--- config.mk ---
export PLATFORM = sky130hd
export DESIGN_NAME = conv_init_seq
export DESIGN_NICKNAME = d
export VERILOG_FILES = /design/src/rtl/conv_init_pkg.sv /design/src/rtl/pd_sync.sv /design/src/rtl/frame_edge.sv /design/src/rtl/init_counter.sv /design/src/rtl/conv_init_seq.sv
export SDC_FILE = /design/constraint.sdc
export NUM_CORES = 1
export LEC_CHECK = 0
export ABC_CLOCK_PERIOD_IN_PS = 2350
export CAP_MARGIN = 20
export CORE_MARGIN = 2
export CORE_UTILIZATION = 40
export DETAILED_ROUTE_END_ITERATION = 8
export PLACE_DENSITY = 0.81
export SYNTH_ARGS = -nofsm -noshare
export SYNTH_HDL_FRONTEND = slang
export SYNTH_HIERARCHICAL = 1
export SYNTH_SLANG_ARGS = --single-unit
--- constraint.sdc ---
create_clock -name clk -period 2.35 [get_ports clk]
set_input_delay 0.47 -clock clk [delete_from_list [all_inputs] [get_ports clk]]
set_output_delay 0.47 -clock clk [all_outputs]
set_load 0.03 [all_outputs]
--- src/rtl/conv_init_pkg.sv ---
package conv_init_pkg;
    typedef enum logic [1:0] {
        ST_DOWN  = 2'd0,
        ST_ALIGN = 2'd1,
        ST_INIT  = 2'd2,
        ST_RUN   = 2'd3
    } seq_state_e;
endpackage

--- src/rtl/pd_sync.sv ---
// Asynchronous assert, synchronous release of the power-down input.
module pd_sync #(
    parameter int STAGES = 2
) (
    input  logic clk,
    input  logic pdn_n,
    output logic rst_sync_n
);
    logic [STAGES-1:0] chain;

    always_ff @(posedge clk or negedge pdn_n) begin
        if (!pdn_n) chain <= '0;
        else        chain <= {chain[STAGES-2:0], 1'b1};
    end

    assign rst_sync_n = chain[STAGES-1];
endmodule

--- src/rtl/frame_edge.sv ---
// Brings the frame clock into the clk domain and flags its rising edges.
module frame_edge #(
    parameter int STAGES = 2
) (
    input  logic clk,
    input  logic frame_clk,
    output logic rise
);
    logic [STAGES:0] taps;

    always_ff @(posedge clk) begin
        taps <= {taps[STAGES-1:0], frame_clk};
    end

    assign rise = taps[STAGES-1] & ~taps[STAGES];
endmodule

--- src/rtl/init_counter.sv ---
// Saturating count of frame edges during ADC settling.
module init_counter #(
    parameter int LIMIT = 516,
    localparam int CW   = $clog2(LIMIT + 1)
) (
    input  logic          clk,
    input  logic          rst_n,
    input  logic          load1,
    input  logic          inc,
    output logic [CW-1:0] count
);
    always_ff @(posedge clk or negedge rst_n) begin
        if (!rst_n)
            count <= '0;
        else if (load1)
            count <= CW'(1);
        else if (inc && count != CW'(LIMIT))
            count <= count + CW'(1);
    end
endmodule

--- src/rtl/conv_init_seq.sv ---
module conv_init_seq
    import conv_init_pkg::*;
#(
    parameter int WORD_W      = 20,
    parameter int INIT_EDGES  = 516,
    parameter int SYNC_STAGES = 2,
    localparam int CNT_W      = $clog2(INIT_EDGES + 1)
) (
    input  logic              clk,
    input  logic              pdn_n,
    input  logic              frame_clk,
    input  logic [WORD_W-1:0] adc_word_in,
    output logic [WORD_W-1:0] adc_word_out,
    output logic              adc_valid,
    output logic              adc_rst_n,
    output logic              dac_rst_n
);
    seq_state_e       state_q, state_d;
    logic             pd_rst_n;
    logic             frame_rise;
    logic [CNT_W-1:0] edge_cnt;
    logic             last_edge;

    pd_sync #(.STAGES(SYNC_STAGES)) u_pd_sync (
        .clk        (clk),
        .pdn_n      (pdn_n),
        .rst_sync_n (pd_rst_n)
    );

    frame_edge #(.STAGES(SYNC_STAGES)) u_frame_edge (
        .clk       (clk),
        .frame_clk (frame_clk),
        .rise      (frame_rise)
    );

    init_counter #(.LIMIT(INIT_EDGES)) u_init_counter (
        .clk   (clk),
        .rst_n (pd_rst_n),
        .load1 (frame_rise && state_q == ST_ALIGN),
        .inc   (frame_rise && state_q == ST_INIT),
        .count (edge_cnt)
    );

    assign last_edge = frame_rise && (edge_cnt == CNT_W'(INIT_EDGES - 1));

    // State register: T_POWERDOWN is the asynchronous clear.
    always_ff @(posedge clk or negedge pd_rst_n) begin
        if (!pd_rst_n) state_q <= ST_DOWN;
        else           state_q <= state_d;
    end

    always_comb begin
        state_d = state_q;
        unique case (state_q)
            ST_DOWN:  state_d = ST_ALIGN;                         // T_RELEASE
            ST_ALIGN: if (frame_rise) state_d = ST_INIT;          // T_ALIGN
            ST_INIT:  if (last_edge)  state_d = ST_RUN;           // T_SETTLED
            ST_RUN:   state_d = ST_RUN;
            default:  state_d = ST_DOWN;
        endcase
    end

    // Output decode
    always_comb begin
        dac_rst_n = 1'b0;
        adc_rst_n = 1'b0;
        adc_valid = 1'b0;
        unique case (state_q)
            ST_DOWN:  ;
            ST_ALIGN: dac_rst_n = 1'b1;
            ST_INIT:  begin dac_rst_n = 1'b1; adc_rst_n = 1'b1; end
            ST_RUN:   begin dac_rst_n = 1'b1; adc_rst_n = 1'b1; adc_valid = 1'b1; end
            default:  ;
        endcase
    end

    assign adc_word_out = adc_valid ? adc_word_in : '0;
endmodule

# --- Word level (Yosys, flattened, before mapping) ---
# Index checks and enable logic that the tools add are counted.
totals:
  elab_cells: 32
  register_bits: 17
  input_bits: 23
classes:
  muxes: 9
  n_addsub: 1
  eq_ne: 7
  bitwise: 2
  reduce_logical: 9
op_table:
  columns: ["operator", "count"]
  rows:
  - ["$mux 10", 2]
  - ["$mux 20", 1]
  - ["$add 10x1->10 const B", 1]
  - ["$eq 10x10->1 const B", 1]
  - ["$ne 10x10->1 const B", 1]
  - ["$pmux 2 s4", 1]
  - ["$eq 2x2->1 const B", 2]
  - ["$logic_and 1x1->1", 4]
  - ["$mux 2", 2]
  - ["$ne 2x2->1 const B", 2]
  - ["$mux 1", 3]
  - ["$reduce_or 3->1", 1]
  - ["$eq 2x1->1 const B", 1]
  - ["$logic_not 2->1", 1]
  - ["$reduce_and 2->1", 1]
  - ["$reduce_bool 2->1", 1]
  - ["$reduce_or 2->1", 1]
  - ["$and 1x1->1", 1]
  - ["$not 1->1", 1]

# --- Depth between registers and ports, before layout ---
depth:
  word_depth: 6
  ltp_mapped: 7
  depth_no_buf: 6

# --- Modules after synthesis ---
# Netlist, hierarchy kept.
modules_own_cells:
  columns: ["mod", "area_per_inst_um2", "cells_each", "n_inst", "seq_area_each_um2"]
  rows:
  - ["init_counter", 611.8, 68, 1, 250.2]
  - ["conv_init_seq", 276.5, 39, 1, 50.0]
  - ["frame_edge", 73.8, 4, 1, 60.1]
  - ["pd_sync", 53.8, 3, 1, 50.0]

# --- Worst setup path before layout ---
# No wires, ideal clock.
synth_timing:
  path_kind: "reg-to-reg"
  startpoint: "reg state_q[1]"
  endpoint: "reg u_init_counter.count[8]"
  arrival_time_ns: 1.769
  required_time_ns: 2.272
  setup_time_ns: 0.078
  path_slack_ns: 0.503
  path_stages_with_launch: 7
  cell_sequence: "dfrtp_1 -> clkbuf_2 -> and3_1 -> buf_2 -> nand2_1 -> or4_2 -> a21oi_1"
synth_between:
  elab_chain_len: 4
  word_cells_on_any_way: 7
  cone_classes: "eq/ne: 2; mux: 1; reduce/logical: 4"
synth_lines:
  columns: ["item", "line", "source"]
  rows:
  - ["start: declaration", "conv_init_seq.sv:18", "seq_state_e state_q, state_d;"]
  - ["start signal: assignment", "conv_init_seq.sv:49", "else state_q <= state_d;"]
  - ["$eq 2x2->1", "conv_init_seq.sv:40", ".inc (frame_rise && state_q == ST_INIT),"]
  - ["$logic_and 1x1->1", "conv_init_seq.sv:40", null]
  - ["$logic_and 1x1->1", "init_counter.sv:17", "else if (inc && count != CW'(LIMIT))"]
  - ["$reduce_bool 2->1 (no line)", null, null]
  - ["end signal: assignment", "init_counter.sv:18", "count <= count + CW'(1);"]
  - ["end: declaration", "init_counter.sv:10", "output logic [CW-1:0] count"]
# Parallel ways exist; a longest one is shown, timed or not.
# A chain may end at the register's enable or synchronous reset.

# --- Final worst setup path ---
layout_timing:
  startpoint: "reg state_q[1]"
  endpoint: "out dac_rst_n"
layout_between:
  elab_chain_len: 3
  word_cells_on_any_way: 5
  cone_classes: "eq/ne: 3; mux: 1; reduce/logical: 1"
layout_lines:
  columns: ["item", "line", "source"]
  rows:
  - ["$eq 2x1->1 or $eq 2x2->1 (tied branches)", "conv_init_seq.sv:68", "unique case (state_q)"]
  - ["$reduce_or 3->1 (no line) (*)", null, null]
  - ["$mux 1 (*)", "conv_init_seq.sv:68", null]
  - ["end: declaration", "conv_init_seq.sv:16", "output logic dac_rst_n"]
# Every way passes the cells marked *; elsewhere a longest branch is shown, timed or not.

==> impl_results.md <==
- Outcome: finished, final reports clean
- Pwr Density: 738 nW/um^2
- Clk_lat worst skew: 300 ps
- Critical Path Start Type: flip-flop
- Worst flop-to-flop path startpoint: state_q[0]
- Number of global-route vias before repair: 922
- Post-synthesis register bit count: 17
- Port bufs: 45
- Met1 WL: 1030 um
- Async SR Flop Fraction: 82.4%
- Routed wl met2: 1260 um
- Slew Viols, Final: 0
- Fin Setup TNS: 0 ps
- H-tree depth: 1
- Post-synthesis sequential area ratio: 40.4%
- Max-cap violations: 0
- Storage cell area: 415 sq um
- DRC: 0
- Fill cell count: 208
- Clock slew at reported path FFs: 110 ps
- Top Layer Used: met4
- Max_slew headroom: 45.1%
- Die area: 2960 sq um
- Clock Path Buffers: 2
- First-pass GRT wire length: 4040 um
- Critical Path AT: 1810 ps
- Power after layout: 1.12 mW
- Post-layout min period: 2280 ps
- Final Hold Fails: 0
- Layout area overhead: 48.8%
- Mean post-synth cell area: 8.91 sq um
- LEAKAGE: 0.623 nW
- Core region area: 2430 sq um
- Initial antenna violation count: 0
- Num rows: 18
- RR Endpoint: u_init_counter/count[0]
- Cells after DPL: 182
- Critical-path top delay cell: dfrtp_4
- Mapped cell area: 1020 sq um
- Critical Path RT: 1880 ps
- Routed Antenna Nets: 0
- Hpwl dp: 1960 um
- Total GRT Usage: 18.9%
- Max incr delay on CP: 600 ps
- Ys Warns: 6
- Starting Density: 41.8%
- Post-synth EDFFs: 0
- TritonCTS Buffers: 3
- Setup violators final: 0
- Unrepaired setup endpoints after global routing: no
- Vias/cell: 5.63
- Via count: 1048
- Final WL: 2670 um
- Num Clock Sinks: 17
- Postcts setup bufs: 0
- Ports: 46
- Root Driver: clkbuf_4
- Worst Path Max Fanout: 27
- Die width: 54.4 um
- Layout Skew: 12.3 ps
- Family with the most delay on the worst path: flip-flops
- DP Worst Slack: 106 ps
- Fin util: 62.1%
- Register-to-Register Setup Slack: 400 ps
- Distinct cell type count after synthesis: 36
- Max Freq: 439 MHz
- Routed len/inst: 14.4 um
- Final-stage net count: 182
- Slew @ Worst Pin: 820 ps
- GP Congestion: 0.808
- R2R depth: 5
- Mapped Nets: 139
- Final Cycle Share: 96.9%
- Drt first pass iters: 4
- DIE HEIGHT: 54.4 um
- Highest ir drop seen on vdd: 0.603 mV
- Largest net degree at the start of global routing: 28
- WL met3: 339 um
- Gate count after technology mapping: 114
- Final cell count without fillers: 186
- Worst setup path category: reg -> out
- Total grt overflow: 0
- Worst Hold Class: reg -> async
- Antenna diodes: 0
- Top FF cell, synth: dfrtp_1
- CTS tree: yes
- Worst-path cell chain: or2_2, clkdlybuf4s50_1
- Buf/Inv on CP: 1
- Setup ws final: 73.0 ps
- DR iter-0 viols: 12
- Multi-input logic area: 556 sq um
- Layout cell share with drive strength beyond 1: 8.97%
- Crit. End Element: primary output
==> how the worst max path moves through the flow <==
stage	startpoint	end	cells past startpoint
detailed placement	adc_word_in[9]	adc_word_out[9]	3
finish	state_q[1]	dac_rst_n	2
floorplan	state_q[1]	u_init_counter/count[8]	6
global route	state_q[1]	dac_rst_n	2
CTS	state_q[1]	adc_word_out[9]	2
global placement	adc_word_in[9]	adc_word_out[9]	3
==> flip-flops by register name (all words and copies together) (netlist names) <==
signal                count
u_init_counter/count     10
u_pd_sync/chain           2
u_frame_edge/taps         3
state_q                   2
==> layout make-up <==
type	count	area share (%)
Clock inverter	1	0.497
Sequential cell	17	27.5
Timing Repair Buffer	46	30.3
Tap cell	30	2.48
Inverter	4	0.993
Multi-Input combinational cell	85	36.8
Clock buffer	3	1.49
==> repair_timing <==
| item | CTS | global route |
|---|---|---|
| hold buffers | 0 | 0 |
| endpoints found under the setup margin | 22 | 2 |
| pin swaps | 0 | 0 |
| resized for setup | 2 | 1 |
==> placed cells by master, fill, tap and decap left out <==
cell,instances
o22a_1,1
and2_1,1
or4_1,4
buf_4,1
dfrtp_2,1
o22ai_1,1
nor2_1,4
dfrtp_1,12
a31oi_1,1
conb_1,1
nand2_1,5
o211ai_1,1
xor2_1,1
or2_2,2
a21oi_1,5
nor3_1,3
o31ai_1,3
and3_1,21
nor2b_4,1
or4_2,1
o21ba_2,1
and4bb_2,1
dfxtp_1,3
o21ai_0,3
inv_1,4
clkbuf_4,3
nor4_1,1
clkinvlp_4,1
nand2b_1,3
dfrtp_4,1
nand3_1,2
or3_1,5
or2b_1,1
nand3b_1,3
or4b_1,1
clkdlybuf4s50_1,45
nand4_1,5
ha_1,2
nor4b_2,1
==> metal layers <==
metal / global-route usage [%] / vias up
li1: - / 505
met1: 20.2 / 487
met2: 35.1 / 51
met3: 4.64 / 5
met4: 7.50 / 0
met5: 0 / -
==> worst register-to-register path: cells and delay by family (launching register included) <==
family	cells	cell delay, ps
compound gates	1	160
simple gates	4	1150
flops	1	560
==> Yosys cell counts (2+ instances only) <==
library cell | n | area share (%)
buf_2 | 2 | 0.99
nor2_1 | 4 | 1.5
or3_1 | 5 | 3.1
nand2b_1 | 3 | 1.8
or2_2 | 2 | 1.2
ha_1 | 2 | 2.5
nand3b_1 | 3 | 2.2
o21ai_0 | 3 | 1.5
dfrtp_1 | 14 | 34
dfxtp_1 | 3 | 5.9
o31ai_1 | 3 | 2.2
inv_1 | 4 | 1.5
clkbuf_2 | 2 | 0.99
nand3_1 | 2 | 0.99
nand2_1 | 5 | 1.8
or4_1 | 4 | 3.0
nor3_1 | 3 | 1.5
nand4_1 | 5 | 3.1
clkbuf_1 | 4 | 1.5
and3_1 | 21 | 13
a21oi_1 | 5 | 2.5
==> logic make-up after synthesis <==
| kind of cell | count (synthesis) | synth area share (%) |
|---|---|---|
| AO/OA/AOI/OAI | 16 | 9.98 |
| XOR/XNOR | 1 | 0.862 |
| adder cells (fa/ha/maj) | 2 | 2.46 |
| buffers and inverters | 12 | 4.93 |
| flip-flops | 17 | 40.4 |
| other | 1 | 0.369 |
| AND/OR/NAND/NOR | 65 | 41.0 |
==> metrics by stage <==
| step | hold WS [ps] | area (sq um) |
|---|---|---|
| after global placement | 210 | 1480 |
| after detailed placement | 219 | 1480 |
| after floorplan | 147 | 1020 |
| after CTS | 229 | 1510 |
| final | 213 | 1510 |
| after global routing | 272 | 1510 |
==> report_power, final <==
group / switching, mW / leakage, nW / total, mW / internal [mW]
logic: 0.272 / 0.408 / 0.533 / 0.260
registers: 0.0874 / 0.201 / 0.416 / 0.329
clock network: 0.102 / 0.0139 / 0.167 / 0.0649
total: 0.461 / 0.623 / 1.12 / 0.654
Power figures use the tool's default switching activity.
